### src/rtl/dp_pkg.sv
package dp_pkg;
    localparam int DW = 8;

    typedef enum logic [1:0] {
        B1_PC   = 2'd0,
        B1_X    = 2'd1,
        B1_Y    = 2'd2,
        B1_ZERO = 2'd3
    } b1_src_e;

    typedef enum logic [1:0] {
        B2_ALU  = 2'd0,
        B2_BUS1 = 2'd1,
        B2_MEM  = 2'd2,
        B2_ZERO = 2'd3
    } b2_src_e;

    typedef enum logic [2:0] {
        OP_ADD  = 3'd0,
        OP_SUB  = 3'd1,
        OP_AND  = 3'd2,
        OP_OR   = 3'd3,
        OP_XOR  = 3'd4,
        OP_INC  = 3'd5,
        OP_PASS = 3'd6,
        OP_NOT  = 3'd7
    } alu_op_e;

    typedef struct packed {
        logic n;
        logic z;
        logic v;
        logic c;
    } flags_t;

    // Index of each bus-loaded register in the register bank
    typedef enum int {
        RI_IR  = 0,
        RI_MAR = 1,
        RI_PC  = 2,
        RI_X   = 3,
        RI_Y   = 4,
        RI_Z   = 5
    } reg_idx_e;
    localparam int NREG = 6;

    function automatic logic arith_op(input alu_op_e op);
        return (op == OP_ADD) || (op == OP_SUB) || (op == OP_INC);
    endfunction
endpackage

### src/rtl/dp_reg.sv
module dp_reg #(
    parameter int W = 8
) (
    input  logic         clk,
    input  logic         rst,
    input  logic         en,
    input  logic [W-1:0] d,
    output logic [W-1:0] q
);
    always_ff @(posedge clk) begin
        if (rst)
            q <= '0;
        else if (en)
            q <= d;
    end
endmodule

### src/rtl/dp_alu.sv
module dp_alu
    import dp_pkg::*;
#(
    parameter int W = DW
) (
    input  alu_op_e      op,
    input  logic [W-1:0] a,
    input  logic [W-1:0] b,
    output logic [W-1:0] res,
    output flags_t       flg
);
    logic [W:0] wide;
    logic       carry, ovf;

    always_comb begin
        wide  = '0;
        carry = 1'b0;
        ovf   = 1'b0;
        res   = '0;
        unique case (op)
            OP_ADD: begin
                wide  = {1'b0, a} + {1'b0, b};
                res   = wide[W-1:0];
                carry = wide[W];
                ovf   = (a[W-1] == b[W-1]) && (res[W-1] != a[W-1]);
            end
            OP_SUB: begin
                wide  = {1'b0, a} - {1'b0, b};
                res   = wide[W-1:0];
                carry = wide[W];
                ovf   = (a[W-1] != b[W-1]) && (res[W-1] != a[W-1]);
            end
            OP_INC: begin
                wide  = {1'b0, b} + {{W{1'b0}}, 1'b1};
                res   = wide[W-1:0];
                carry = wide[W];
                ovf   = ~b[W-1] & res[W-1];
            end
            OP_AND:  res = a & b;
            OP_OR:   res = a | b;
            OP_XOR:  res = a ^ b;
            OP_PASS: res = b;
            OP_NOT:  res = ~b;
            default: res = '0;
        endcase
        flg.n = res[W-1];
        flg.z = (res == '0);
        flg.v = arith_op(op) ? ovf   : 1'b0;
        flg.c = arith_op(op) ? carry : 1'b0;
    end
endmodule

### src/rtl/dp_buses.sv
module dp_buses
    import dp_pkg::*;
#(
    parameter int W = DW
) (
    input  b1_src_e      s1,
    input  b2_src_e      s2,
    input  logic [W-1:0] pc,
    input  logic [W-1:0] x,
    input  logic [W-1:0] y,
    input  logic [W-1:0] alu_res,
    input  logic [W-1:0] mem_rd,
    output logic [W-1:0] bus1,
    output logic [W-1:0] bus2
);
    always_comb begin
        unique case (s1)
            B1_PC:   bus1 = pc;
            B1_X:    bus1 = x;
            B1_Y:    bus1 = y;
            default: bus1 = '0;
        endcase
    end

    always_comb begin
        unique case (s2)
            B2_ALU:  bus2 = alu_res;
            B2_BUS1: bus2 = bus1;
            B2_MEM:  bus2 = mem_rd;
            default: bus2 = '0;
        endcase
    end
endmodule

### src/rtl/twobus_datapath.sv
module twobus_datapath
    import dp_pkg::*;
#(
    parameter int W = DW
) (
    input  logic         clk,
    input  logic         rst,
    input  logic [1:0]   b1_sel,
    input  logic [1:0]   b2_sel,
    input  logic [2:0]   alu_op,
    input  logic         ld_ir,
    input  logic         ld_mar,
    input  logic         ld_pc,
    input  logic         ld_x,
    input  logic         ld_y,
    input  logic         ld_z,
    input  logic         ld_ccr,
    input  logic [W-1:0] mem_rdata,
    output logic [W-1:0] mem_addr,
    output logic [W-1:0] mem_wdata,
    output logic [W-1:0] opcode,
    output logic [3:0]   flags
);
    localparam int FW = $bits(flags_t);

    logic [W-1:0]    regq [NREG];
    logic [NREG-1:0] ld_vec;
    logic [W-1:0]    bus1, bus2, alu_res;
    flags_t          alu_flg, ccr_q;

    assign ld_vec[RI_IR]  = ld_ir;
    assign ld_vec[RI_MAR] = ld_mar;
    assign ld_vec[RI_PC]  = ld_pc;
    assign ld_vec[RI_X]   = ld_x;
    assign ld_vec[RI_Y]   = ld_y;
    assign ld_vec[RI_Z]   = ld_z;

    dp_buses #(.W(W)) u_buses (
        .s1      (b1_src_e'(b1_sel)),
        .s2      (b2_src_e'(b2_sel)),
        .pc      (regq[RI_PC]),
        .x       (regq[RI_X]),
        .y       (regq[RI_Y]),
        .alu_res (alu_res),
        .mem_rd  (mem_rdata),
        .bus1    (bus1),
        .bus2    (bus2)
    );

    dp_alu #(.W(W)) u_alu (
        .op  (alu_op_e'(alu_op)),
        .a   (regq[RI_Z]),
        .b   (bus1),
        .res (alu_res),
        .flg (alu_flg)
    );

    // Every bus-loaded register shares the second bus as its only input
    for (genvar i = 0; i < NREG; i++) begin : g_bank
        dp_reg #(.W(W)) u_r (
            .clk (clk),
            .rst (rst),
            .en  (ld_vec[i]),
            .d   (bus2),
            .q   (regq[i])
        );
    end

    dp_reg #(.W(FW)) u_ccr (
        .clk (clk),
        .rst (rst),
        .en  (ld_ccr),
        .d   (alu_flg),
        .q   (ccr_q)
    );

    assign mem_addr  = regq[RI_MAR];
    assign mem_wdata = bus1;
    assign opcode    = regq[RI_IR];
    assign flags     = ccr_q;
endmodule

### config.mk
export PLATFORM = sky130hd
export DESIGN_NAME = twobus_datapath
export DESIGN_NICKNAME = d
export VERILOG_FILES = /design/src/rtl/dp_pkg.sv /design/src/rtl/dp_reg.sv /design/src/rtl/dp_alu.sv /design/src/rtl/dp_buses.sv /design/src/rtl/twobus_datapath.sv
export SDC_FILE = /design/constraint.sdc
export NUM_CORES = 1
export LEC_CHECK = 0
export BUFFER_PORTS_ARGS = -buffer_cell sky130_fd_sc_hd__buf_2
export CAP_MARGIN = 25
export CORE_MARGIN = 2
export CORE_UTILIZATION = 55
export CTS_CLUSTER_SIZE = 16
export DETAILED_ROUTE_END_ITERATION = 10
export PLACE_DENSITY_LB_ADDON = 0.12
export SETUP_SLACK_MARGIN = 0.3
export SLEW_MARGIN = 5
export SYNTH_ARGS = -nofsm -noshare
export SYNTH_HDL_FRONTEND = slang
export SYNTH_SLANG_ARGS = --single-unit
### constraint.sdc
create_clock -name clk -period 3.2 [get_ports clk]
set_input_delay 0 -clock clk [delete_from_list [all_inputs] [get_ports clk]]
set_output_delay 0 -clock clk [all_outputs]
set_load 0.02 [all_outputs]
==> out/metrics.csv <==
metric,value,unit
die height,87.35,µm
Critical Path RT,3.41,ns
largest net degree at the start of global routing,52,
hpwl dp,8350,µm
Syn. warnings,0,
slew margin rel.,42.42,%
Setup crit start kind,flop,
Worst-Skew Late Latency,0.31,ns
Multi-input gate area,2764,µm²
initial core utilization,56.56,%
"count leader, synth",nor2_1,
multiplexer share of the synthesized area,4.028,%
Yosys reg bits,52,
share of cells above drive strength 1,30.47,%
Post-synth top flop,dfxtp_1,
Register-to-Register Setup Slack,0.29,ns
H-tree depth,2,
Vias,3724,
Congestion Overflow GR,0,
Final TNS setup,0,ns
final count of hold timing violations,0,
CTS Sinks,52,
Slowest Stage Delay on Critical Path,0.52,ns
crit path max fanout,6,
die area,7630,µm²
Min-Delay Path Class,in -> reg,
initial DRC count,252,
min Tclk post-route,2.910,ns
Worst Setup Path Type,reg -> reg,
count of cell types in the netlist,71,
Clock Tree Root,clkbuf_8,
core area,6756,µm²
skew final,0.006879,ns
static leakage,1.835,nW
vias per cell,6.291,
Total Power,0.001938,W
fmax,343.6,MHz
Post-synth EDFFs,0,
CP Cell Sequence,"mux2i_2, o22ai_2, ha_2, inv_2, fa_2, nor2_1, a211oi_1, a41oi_1, o21ai_1, o22ai_2, o21ai_2, a22oi_2, buf_6, a211oi_1",
Pwr Density,420.9,nW/µm²
Commonest cells post-synth,"76 x nor2_1, 52 x dfxtp_1, 48 x a211oi_1",
IO buf count,51,
FF/Latch Area,1045,µm²
"Avg Cell Area, Syn",8.271,µm²
max-cap viol count,0,
RSZ-0062 raised after global routing,yes,
CP arrival,3.13,ns
Worst-Margin Slew,0.8605,ns
filler cell count,560,
wire length of the first global-routing pass,18180,µm
Synth top area share,27.24,%
synth top area cells,"dfxtp_1 27%, a211oi_1 9.4%, ha_1 9.2%, nor2_1 7.5%, xnor2_1 3.2%",
gr usage total,30.77,%
Post-Route WL,11950,µm
DRC Markers,0,
clock slew at reported path FFs,0.09,ns
Adder-Cell Fraction of Synth Area,10.22,%
Mapped Cells,462,
sequential area share after synthesis,27.24,%
die span in x,87.35,µm
cell taking the most area after synthesis,dfxtp_1,
VDD IR max,0.3285,mV
final critical-path share of the clock period,90.95,%
"FFs w/ async S/R, synth",0,%
Area Overhead vs Synth,20.46,%
post-synthesis instance area,3821,µm²
Initial DRT Pass Iterations,5,
clk buf depth,2,
vias in the first global route,3424,
outcome,"finished, final reports clean",
slowest cell on the critical path,fa_2,
cts bufs inserted,5,
# rows,30,
critical path endpoint category,flop,
IO Count,52,
largest family of logic cells by synthesized area,compound AO/OA/AOI/OAI gates,
Syn Nets,516,
Max Slew Vio Count,0,
ANT nets after route,0,
WL/cell,20.18,µm
CTS tree,built,
ant diodes,0,
cell count of the worst reg-to-reg path,14,
Nets,566,
simple-gate portion of the synthesized area,16.34,%
gpl congestion,0.9466,
Synth Area in Compound Gates,31.01,%
hold depth,2,
"Setup violations, final",0,
initial antenna violation count,0,
xor and xnor area share after synthesis,4.126,%
per-stage QoR:
step | std cells | utilization [%] | area (µm²) | worst slack (ns) | hold slack, ns
floorplan | 462 | - | 3821 | 0.4752 | 0.09561
global placement | 572 | 60.78 | 4106 | 0.1241 | 0.3083
detailed placement | 572 | 60.78 | 4106 | 0.03073 | 0.3103
CTS | 582 | 63.35 | 4280 | 0.2739 | 0.07450
global route | 592 | 68.13 | 4603 | 0.2298 | 0.1180
finish | 592 | 68.13 | 4603 | 0.2896 | 0.1110
cell type report:
cell class	count	area share, %
Timing Repair Buffer	74	9.595
Tap cell	80	2.175
Sequential cell	52	22.70
Clock buffer	5	1.495
Clock inverter	2	1.305
Inverter	33	2.691
Multi-Input combinational cell	346	60.04
critical path, delay by kind of cell, from the launching register on:
kind            cells  cell delay, ns
fa+ha+maj           2            0.80
simple gates        1            0.04
mux                 1            0.08
compound gates      8            1.32
buf+inv             2            0.24
flops               1            0.35
power breakdown:
part	total, W	internal, W	switching [W]	leakage, nW
logic	0.000683	0.000273	0.000410	1.34
clock network	0.000527	0.000308	0.000219	0.0642
registers	0.000728	0.000693	0.0000343	0.431
logic make-up (layout without fill, tap and decap cells):
kind of cell	count (synthesis)	in the layout
AOI/OAI and AO/OA	147	147
xor gates and xnor gates	18	18
muxes	15	15
adders and majority gates	30	30
buffers and inverters	64	114
and+or+nand+nor	136	136
DFF	52	52
metal layers:
metal  vias to the layer above  share of wire [%]  global-route usage [%]
met2                       155                 47                   48.62
met5                         -                  0                       0
li1                       1759                  -                       -
met1                      1785                 45                   43.95
met4                         0                2.0                   8.392
met3                        25                5.7                   3.981
registers in the layout, summed over array words and instances, names as in the netlist:
signal and flops:
g_bank.u_r.q 48, u_ccr.q 4
cell usage in the layout, fill, tap and decap left out, types with 4 or more instances in the layout:
cell,n
nor2_1,76
buf_2,51
dfxtp_1,49
a211oi_1,33
inv_1,29
ha_1,23
a211oi_2,20
a21oi_1,19
buf_4,19
nand2_1,16
xnor2_1,14
o21ai_0,12
mux2i_1,10
nand3_1,9
nor3_1,5
clkbuf_8,5
a21oi_4,4
xor2_1,4
a21o_1,4
nand2b_1,4
o21ai_1,4
timing repair:
action,CTS,global route
endpoints found under the setup margin,38,46
hold buffers,1,0
setup buffers,2,10
hold endpoints to repair,1,0
resized for setup,5,54
pin swaps,0,36
final timing paths:
kind / start / to
setup / recovery: g_bank[2].u_r.q[0] / g_bank[1].u_r.q[1]
hold / removal: ld_mar / g_bank[1].u_r.q[7]
setup reg to reg: g_bank[2].u_r.q[0] / g_bank[1].u_r.q[1]
hold reg to reg: u_ccr.q[1] / u_ccr.q[1]
Note: power is estimated with default switching activity, not from simulation.
